## config.mk

```make
export PLATFORM = sky130hd
export DESIGN_NAME = pred_simd_addi
export DESIGN_NICKNAME = d
export VERILOG_FILES = /design/src/rtl/pred_simd_addi.sv
export SDC_FILE = /design/constraint.sdc
export NUM_CORES = 1
export LEC_CHECK = 0
export ABC_AREA = 1
export BUFFER_PORTS_ARGS = -buffer_cell sky130_fd_sc_hd__buf_2
export CAP_MARGIN = 15
export CORE_ASPECT_RATIO = 0.8
export CORE_UTILIZATION = 30
export CTS_BUF_LIST = sky130_fd_sc_hd__clkbuf_16
export DETAILED_ROUTE_END_ITERATION = 16
export HOLD_SLACK_MARGIN = 0.1
export PLACE_DENSITY = 0.51
export SLEW_MARGIN = 20
export SYNTH_ARGS = -nofsm -noshare
export SYNTH_HDL_FRONTEND = slang
export SYNTH_SLANG_ARGS = --single-unit
```

## constraint.sdc

```tcl
create_clock -name clk -period 1.47 [get_ports clk]
set_clock_uncertainty 0.15 [all_clocks]
set_input_delay 0.0735 -clock clk [delete_from_list [all_inputs] [get_ports clk]]
set_output_delay 0.0735 -clock clk [all_outputs]
set_load 0.05 [all_outputs]
```

## src/rtl/pred_simd_addi.sv

```systemverilog
module pred_simd_addi #(
  parameter int DW    = 64,
  parameter int IMM_W = 12,
  parameter int VL_W  = 4
) (
  input  logic              clk,
  input  logic              rst_n,
  input  logic              in_valid,
  input  logic [1:0]        ew,
  input  logic [VL_W-1:0]   vl,
  input  logic [1:0]        subvl,
  input  logic [DW/8-1:0]   pred,
  input  logic              inv,
  input  logic              zero,
  input  logic [IMM_W-1:0]  imm,
  input  logic [DW-1:0]     src,
  output logic              out_valid,
  output logic [DW-1:0]     dst,
  output logic [DW/8-1:0]   wen
);
  localparam int NB = DW / 8;
  localparam int NH = DW / 16;
  localparam int NW = DW / 32;

  logic [DW-1:0]  imm_x;
  logic [DW-1:0]  nxt_d;
  logic [NB-1:0]  nxt_w;
  logic [NB-1:0]  epred;
  int             cnt;
  int             gsz;

  assign imm_x = {{(DW-IMM_W){imm[IMM_W-1]}}, imm};
  assign epred = pred ^ {NB{inv}};
  assign gsz   = int'(subvl) + 1;
  assign cnt   = int'(vl) * gsz;

  function automatic logic [1:0] lane_ctl(input int e, input int n, input int g,
                                          input logic [NB-1:0] p, input logic z);
    logic inr, act;
    inr = e < n;
    act = inr && p[e / g];
    return {act || (inr && z), act};
  endfunction

  always_comb begin
    logic [1:0] c;
    nxt_d = src;
    nxt_w = '0;
    case (ew)
      2'd1: begin
        for (int e = 0; e < NH; e++) begin
          c = lane_ctl(e, cnt, gsz, epred, zero);
          if (c[0])      nxt_d[e*16 +: 16] = src[e*16 +: 16] + imm_x[15:0];
          else if (c[1]) nxt_d[e*16 +: 16] = '0;
          nxt_w[e*2 +: 2] = {2{c[1]}};
        end
      end
      2'd2: begin
        for (int e = 0; e < NW; e++) begin
          c = lane_ctl(e, cnt, gsz, epred, zero);
          if (c[0])      nxt_d[e*32 +: 32] = src[e*32 +: 32] + imm_x[31:0];
          else if (c[1]) nxt_d[e*32 +: 32] = '0;
          nxt_w[e*4 +: 4] = {4{c[1]}};
        end
      end
      default: begin
        for (int e = 0; e < NB; e++) begin
          c = lane_ctl(e, cnt, gsz, epred, zero);
          if (c[0])      nxt_d[e*8 +: 8] = src[e*8 +: 8] + imm_x[7:0];
          else if (c[1]) nxt_d[e*8 +: 8] = '0;
          nxt_w[e] = c[1];
        end
      end
    endcase
  end

  always_ff @(posedge clk or negedge rst_n) begin
    if (!rst_n) begin
      out_valid <= 1'b0;
      dst       <= '0;
      wen       <= '0;
    end else begin
      out_valid <= in_valid;
      if (in_valid) begin
        dst <= nxt_d;
        wen <= nxt_w;
      end
    end
  end

  logic [DW-1:0] wen_bits;
  always_comb
    for (int b = 0; b < NB; b++) wen_bits[b*8 +: 8] = {8{wen[b]}};

  a_r2_valid_next: assert property (@(posedge clk) disable iff (!rst_n)
    in_valid |=> out_valid);
  a_r2_idle_next: assert property (@(posedge clk) disable iff (!rst_n)
    !in_valid |=> !out_valid);
  a_r4_vl0_no_write: assert property (@(posedge clk) disable iff (!rst_n)
    (in_valid && vl == '0) |=> (wen == '0));
  a_r8_all_masked_keep: assert property (@(posedge clk) disable iff (!rst_n)
    (in_valid && !zero && (pred ^ {NB{inv}}) == '0) |=> (wen == '0));
  a_r9_all_masked_zeroed: assert property (@(posedge clk) disable iff (!rst_n)
    (in_valid && zero && (pred ^ {NB{inv}}) == '0) |=> ((dst & wen_bits) == '0));
  a_r10_unwritten_kept: assert property (@(posedge clk) disable iff (!rst_n)
    out_valid |-> (((dst ^ $past(src)) & ~wen_bits) == '0));
endmodule

```

; ---- After elaboration in Yosys (flattened, before gate mapping)
; Index checks and enable logic that the tools add are counted.
[op_classes]
n_bitwise = 1
reduce_logical = 24
div_mod_pow = 8
mul = 1
n_mux = 54
addsub = 15
order_cmp = 16
eq_ne = 2
[ops]
columns = operator, n
row1 = $lt 32x5->1 const B, 8
row2 = $div 4x32->32 const A, 4
row3 = $mux 16, 8
row4 = $mux 32, 4
row5 = $mux 8, 16
row6 = $pmux 64 s2, 1
row7 = $add 16x16->16, 4
row8 = $add 32x32->32, 2
row9 = $add 8x8->8, 8
row10 = $div 3x32->32 const A, 2
row11 = $div 1x32->32 const A, 1
row12 = $div 2x32->32 const A, 1
row13 = $lt 3x7->1 const A, 4
row14 = $bmux 1 s3, 8
row15 = $logic_and 1x1->1, 16
row16 = $mux 1, 16
row17 = $pmux 8 s2, 1
row18 = $lt 1x7->1 const A, 2
row19 = $lt 2x7->1 const A, 2
row20 = $logic_or 1x1->1, 8
row21 = $xor 8x8->8, 1
row22 = $mul 4x3->7, 1
row23 = $add 2x1->3 const B, 1
row24 = $eq 2x1->1 const B, 1
row25 = $eq 2x2->1 const B, 1
[totals]
inputBits = 97
out_inout_bits = 73
regBits = 73

; ---- Depth between registers and ports, before layout
; Gate-level depths: netlist of the first run.
[logic_depth]
ltp_word = 10
mapped_depth = 35
ltp_nobuf = 32

; ---- Worst setup path before layout of the first run
; Ideal clock, no wire load.
[synth_path]
kind = input to register
startpoint = input port subvl[0]
endpoint = register dst[27]
t_arrival_ps = 3887
required_ps = 1254
n_path_buf = 3
slack_ps = -2633
stages = 26
cell_sequence = ha_1 > buf_2 > clkbuf_1 > nand2_1 > fa_1 > inv_1 > ha_1 > inv_1 > fa_1 > nand2_1 > nor4_1 > nand2_1 > nor2_1 > inv_1 > nor2_1 > inv_1 > nand3_1 > nand2_1 > inv_1 > buf_4 > a32oi_1 > o21ai_0 > inv_1 > nand2_1 > nand2_1 > nand2_1
[synth_via]
elab_chain_len = 10
elab_cells_between_ends = 33
[synth_lines]
columns = item, line
row1 = start: declaration, 11  ; input logic [1:0] subvl,
row2 = $add 2x1->3 (*), 34  ; assign gsz = int'(subvl) + 1;
row3 = "$div 3x32->32, or another cell as far along", 41  ; act = inr && p[e / g];
row4 = $bmux 1 s3, 41
row5 = $mux 1 (not written as such) (2 in a row), 41
row6 = $logic_and 1x1->1, 41
row7 = $logic_or 1x1->1, 42  ; return {act || (inr && z), act};
row8 = "$mux 8, or another cell as far along", 70  ; else if (c[1]) nxt_d[e*8 +: 8] = '0;
row9 = "$mux 8, or another cell as far along", 69  ; if (c[0]) nxt_d[e*8 +: 8] = src[e*8 +: 8] + imm_x[7:0];
row10 = $pmux 64 s2 (*), 49  ; case (ew)
row11 = end signal: assignment, 85  ; dst <= nxt_d;
row12 = end: declaration, 18  ; output logic [DW-1:0] dst,
; Every way passes the cells marked *; elsewhere a longest branch is shown, timed or not. The select of a mux whose other input is x is not followed.
; A chain may end at the register's enable or synchronous reset.

; ---- Worst setup path after layout of the first run
[layout_path]
startpoint = input port subvl[1]
endpoint = register dst[55]
[layout_via]
elab_chain_len = 10
elab_cells_between_ends = 33
[layout_lines]
columns = item, line
row1 = $add 2x1->3 (*), 34
row2 = "$div 4x32->32, or another cell as far along", 41
row3 = $bmux 1 s3, 41
row4 = $mux 1 (not written as such) (2 in a row), 41
row5 = $logic_and 1x1->1, 41
row6 = $logic_or 1x1->1, 42
row7 = "$mux 8, or another cell as far along", 70
row8 = "$mux 8, or another cell as far along", 69
row9 = $pmux 64 s2 (*), 49
; Marks and branches as above.

==> results of run 1 <==
synth_stat cells, drive strengths merged, types with 13 or more instances:
cell type,count,share of area (%)
o22ai,44,2.2
o211ai,53,3.2
ha,130,13
xnor2,43,3.0
nor2,157,4.9
nand4,32,1.7
nand2,469,15
a21oi,181,7.4
dfrtp,73,15
clkbuf,53,1.6
inv,255,7.8
o21bai,14,0.85
o21ai,178,7.2
nand3,120,5.2
buf,31,1.4
nor3,13,0.57
xor2,61,4.3
layout make-up:
cell class	count	area [sq um]	share of cell area (%)
multi-input cells	1575	10040	49.59
repair buffers	768	6377	31.51
clock buffers	9	225.2	1.113
well taps	544	680.7	3.363
inverters	257	1010	4.989
diodes	1	2.502	0.01237
repair inverters	1	8.758	0.04328
clock inverters	7	70.07	0.3462
flip-flops and latches	73	1827	9.027
worst min-delay path, stage by stage:
cell and delay (ps):
buf_2 130, buf_4 130, a221oi_1 100, o21ai_1 120
routing by layer:
metal	GRT usage [%]	up-vias	wire [um]
met5	0	-	8
met4	6.880	2	1337
met3	4.435	80	4153
met2	42.08	585	25220
met1	36.65	7632	26840
li1	-	8126	-
worst max-delay path by stage:
stage	to	start	cells past startpoint	slack, ps
global route	dst[29]	subvl[1]	34	-2250
finish	dst[55]	subvl[1]	26	-2010
floorplan	dst[27]	subvl[0]	26	-2190
CTS	dst[29]	subvl[1]	35	-1910
detailed placement	wen[3]	subvl[0]	31	-2510
global placement	dst[24]	subvl[0]	25	-2400
cells by family (layout without fill, tap and decap cells):
family,after synthesis,in the layout,synth area share (%)
compound gates,530,530,24.73
xor+xnor,104,104,7.369
fa+ha+maj,141,141,14.94
buf+inv,341,1042,10.84
flops,73,73,14.78
other cells,0,1,0
simple gates,799,800,27.34
power groups by stage:
| stage | Combinational, mW | Sequential, mW | Clock (mW) |
|---|---|---|---|
| 2_1_floorplan | 5.68 | 4.36 | 0 |
| 3_3_place_gp | 11.9 | 2.84 | 0 |
| 3_5_place_dp | 12.1 | 2.85 | 0 |
| 4_1_cts | 14.2 | 2.81 | 2.43 |
| 5_1_grt | 16.6 | 2.86 | 2.49 |
| 6_report | 15.5 | 2.81 | 2.39 |
state kept, by name, indices dropped and copies added (netlist names):
| name | flops |
|---|---|
| out_valid | 1 |
| dst | 64 |
| wen | 8 |
what timing repair did:
action                     in CTS  in global routing
setup buffers                  33                 22
cloned                         15                  7
pin swaps                      79                 82
hold buffers                   29                  0
resized for setup             155                120
hold endpoints to repair      103                  0
setup endpoints to repair      72                 72
==> run metrics, run 1 <==
Area growth, synth to finish 63.72%; unrepaired setup endpoints after global routing yes; CTS buffer count 9; Worst-Margin Slew 562.7 ps; clk slew on worst S/H paths 70 ps; DR vias/cell 5.077; Die ar. 42020 sq um; Syn Inst Count roughly 2000; Final Hold Fails 0; Fin Hold WS 84.42 ps; kind of end point of the critical path flip-flop; Placed Instances between 3000 and 4000; Layout Utilization 49.81%; failing checks setup timing; Power per Cell Area 1023 nW/um^2; Detail Route Antenna Nets 0; arrival time at the worst endpoint 3570 ps; Iteration-0 DRC Markers 1148; GPL Wtd Cong 0.8983; Net Sw Frac 49.16%; die span in y 183.6 um; CP max stage cell fa_1; Total Power 20.71 mW; Mapped Area 12360 sq um; Syn Area/Cell 6.218 sq um; pin count of the biggest net entering global routing 39; f_max 287.4 MHz; max cap viols 0; Net Switching 10.18 mW; critical path class in2reg; Post-Place Worst Slack -2511 ps; share of cells above drive strength 1 a little over a third; Post-synth top flop dfrtp_1; # nets final 2923; reg-to-reg critical path startpoint wen[4]; WL final 57.56 mm; setup tns final -137560 ps; initial antenna violation count 3; Die W 228.9 um; final worst-path cycle share 236.7%; Crit path largest cell delay 430 ps; Sink Count between 70 and 80; hold crit path type in2reg; EDFF count, synth 0; P_int 10.53 mW; Total GRT Usage 26.40%; cell area after placement 17740 sq um; final setup margin -2009 ps; GRT Residual Overflow 0; flops & latches, synth 73; dpl hpwl roughly 42 mm; crit path buf inv count 10; Worst-Skew Late Latency 360 ps; design area 20240 sq um; CTS Root Cell clkbuf_16; hold path start src[61]; Hold EP dst[61]; post-synthesis sequential area ratio 14.78%; clk buf depth 2; drt wl/cell 17.79 um; sequential fraction of design power 13.6%; CTS tree built; minimum clock period 3479 ps; Crit Path Max Fanout 8; Finish-stage setup viols slightly above 70; syn_nets 2226; delay-heaviest family, CP adder cells; required time worst endpoint roughly 1600 ps; synth warn 0; r2r endpoint wen[4]; vias in the first global route ~16000; r2r setup slk 610 ps; port bufs 169; leak pwr 10.56 nW; status finished with violations; VDD IR max 515.8 uV; DRC Markers 0; Logic pwr share 74.9%; Fill cells slightly above 4000; FP Rows 66; most common cell after layout, fill and taps aside buf_4; I/O pin count 170; via count between 15000 and 20000; synth unique cells 57; most frequent cells in the layout buf_4 (479), nand2_1 (424), inv_1 (232), buf_2 (168), a21oi_1 (164); CP startpoint kind primary input; H-tree levels 3; Starting Density 30.42%; drt pass-1 iters 7; hold path cells 4; max_slew headroom between 60 and 70%; global-route wire length before repair between 80 and 90 mm; Register-to-Register Path Depth 2; final max-slew violation count 0; core area 40630 sq um; Clock Power Share 11.5%; final std cells w/o fill 3235; ys async rst share 100.0%
Power figures use the tool's default switching activity.
==> inputs of run 2 (changes only) <==
--- a/config.mk
+++ b/config.mk
@@ -6,5 +6,5 @@
 export NUM_CORES = 1
 export LEC_CHECK = 0
-export ABC_AREA = 1
+export ABC_AREA = 0
 export BUFFER_PORTS_ARGS = -buffer_cell sky130_fd_sc_hd__buf_2
 export CAP_MARGIN = 15
==> constraint.sdc (replaced) <==
create_clock -name clk -period 1.47 [get_ports clk]
set_clock_uncertainty 0.15 [all_clocks]
set_input_delay 0.294 -clock clk [delete_from_list [all_inputs] [get_ports clk]]
set_output_delay 0.294 -clock clk [all_outputs]
set_load 0.01 [all_outputs]
==> run 2 against run 1 <==
Net effect: the flow still finishes with violations (setup timing); routed wire length grew 3.6%; first-iteration DRC count rose by 16%; synthesized cell count fell by 19%; sequential power rose by 2%; cell area down 2.3%; largest cell class unchanged; maximum frequency down 18%; clock-buffer cell count stayed put; total power is 9.7% lower; critical path depth down 7; sequential share of layout area increased by 0.21 points.
==> run metrics, run 2 <==
status finished with violations; failing checks setup timing; CP startpoint kind primary input; DR vias/cell 5.509; Syn Area/Cell about 7.6 sq um; vias in the first global route 15410; hold path start src[29]; drt wl/cell approximately 21 um; Starting Density 30.68%; reg-to-reg critical path startpoint wen[3]; share of cells above drive strength 1 41.16%; die span in y 182.2 um; leak pwr 9.471 nW; Worst-Margin Slew 1088 ps; I/O pin count 170; Net Sw Frac 42.42%; ys async rst share 100.0%; Syn Inst Count 1605; Total Power ~19 mW; Logic pwr share 68.3%; gr busiest metal met2; kind of end point of the critical path flip-flop; setup tns final -188910 ps; Total GRT Usage 28.36%; DRC Markers 0; global-route wire length before repair 89.84 mm; Area contributors post-synth dfrtp_1 (15%), ha_1 (13%), a21oi_1 (6.8%); CTS tree built; final std cells w/o fill 2857; minimum clock period 4236 ps; synth warn 0; f_max 236.1 MHz; grt met1 use about two fifths; H-tree levels 3; via count 15740; WL final 59.65 mm; Worst-Skew Late Latency 370 ps; Die ar. approximately 41000 sq um; hold crit path type in2reg; final worst-path cycle share 288.2%; max reg flops 64; Setup crit start subvl[1]; final max-slew violation count 0; Area growth, synth to finish 62.39%; Final Hold Fails 0; post-synthesis sequential area ratio 15.00%; FP Rows 65; GRT Residual Overflow 0; Largest Register dst; most frequent cells after synthesis a21oi_1 (166), nand2_1 (147), nor2_1 (131); Mapped Area 12180 sq um; EDFF count, synth 0; met3 Usage GRT roughly 5.3%; core area about 40000 sq um; clk slew on worst S/H paths roughly 60 ps; sequential fraction of design power 15.3%; Finish-stage setup viols just over 70; Die W 227.3 um; Crit Path Max Fanout 14; global-route met2 utilization 42.66%; Power per Cell Area 945.8 nW/um^2; required time worst endpoint 1610 ps; syn_nets ~1800; GPL Wtd Cong around 0.95; # nets final 2553; flops & latches, synth 73; Placed Instances 2774; critical path class in2reg; count leader, synth a21oi_1; Net Switching 7.935 mW; Sink Count 73; port bufs 169; arrival time at the worst endpoint 4380 ps; drt pass-1 iters 7; CTS buffer count 9; final setup margin -2766 ps; Iteration-0 DRC Markers 1336; max_slew headroom 27.20%; synth unique cells 82; unrepaired setup endpoints after global routing yes; most frequent cells in the layout buf_4 (549), buf_2 (167), a21oi_1 (155), nand2_1 (132), ha_1 (125); P_int about 11 mW; initial antenna violation count 4; Clock Power Share 16.4%; clk buf depth 2; Post-synth top flop dfrtp_1; share of the synthesized area in the top cell type 15.00%; dpl hpwl 46.10 mm; largest area contributor in the netlist dfrtp_1; most common cell after layout, fill and taps aside buf_4; Detail Route Antenna Nets 0; VDD IR max ~560 uV; CTS Root Cell clkbuf_16; pin count of the biggest net entering global routing 42; max cap viols 0; biggest regs dst x64, wen x8, out_valid x1
run 2: path summary, 6_finish.rpt:
kind / endpoint / slack, ps / cells after the start
max in group asynchronous: dst[47] / 460 / 3
hold / removal: dst[29] / 190 / 4
setup / recovery: dst[29] / -2770 / 19
hold reg to reg: dst[7] / 340 / 1
min in group asynchronous: dst[61] / 220 / 2
setup reg to reg: wen[3] / 330 / 2
run 2: worst max-delay path, cell delays in order:
cell and delay [ps]:
buf_8 90, inv_4 40, ha_4 260, and3b_1 190, o211a_1 230, a311oi_4 340, mux2i_2 340, a221oi_2 130
o2111a_2 330, buf_4 150, mux2i_1 120, a221oi_2 260, nand3_1 140, or3_1 340, and4_4 200, nor3_4 210
buf_12 200, mux2_4 320, a211oi_2 170
run 2: power by group through the flow:
| stage | Combinational, mW | Clock (mW) | Sequential [mW] |
|---|---|---|---|
| finish | 12.8 | 3.07 | 2.86 |
| floorplan | 5.46 | 0 | 2.98 |
| global placement | 10.5 | 0 | 2.88 |
| detailed placement | 10.6 | 0 | 2.87 |
| CTS | 12.0 | 3.13 | 2.84 |
| global route | 13.6 | 3.18 | 2.89 |
run 2: cells by family after synthesis:
kind of cell | count (synthesis) | synth area share [%]
mux | 54 | 5.445
simple gates | 449 | 17.12
compound gates | 623 | 34.11
flops | 73 | 15.00
xor+xnor | 113 | 8.127
buf+inv | 152 | 5.034
fa+ha+maj | 141 | 15.16
run 2: repair_timing:
| action | in CTS | in global routing |
|---|---|---|
| gates resized for setup | 131 | 76 |
| setup endpoints to repair | 72 | 72 |
| hold endpoints to repair | 81 | 0 |
| setup buffers | 37 | 13 |
| pin swaps | 76 | 40 |
| gates cloned | 9 | 1 |
| hold buffers | 9 | 0 |
run 2: final cells by class:
cell class,instances,area [sq um]
well taps,536,670.6
fillers,3846,19910
clock inverters,7,157.7
repair buffers,784,6056
clock buffers,9,225.2
multi-input cells,1381,10580
flip-flops and latches,73,1827
inverters,66,257.7
diodes,1,2.502
run 2: stage by stage:
step / cell area (sq um) / hold WS [ps] / utilization [%] / worst slack [ps]
after global routing: 19780 / 176.7 / 49.83 / -2994
after global placement: 17870 / 74.58 / 45.02 / -3311
after detailed placement: 17870 / 65.21 / 45.02 / -3330
after floorplan: 12490 / -151.6 / - / -3314
final: 19780 / 185.8 / 49.83 / -2766
after CTS: 19310 / 164.7 / 48.66 / -2739
run 2: per-layer routing:
layer  wire [um]  share of wire, %  vias to the layer above
met2       25390                43                      667
met5           0                 0                        -
met3        4899               8.2                       98
li1            -                 -                     7438
met1       27900                47                     7537
met4        1465               2.5                        0
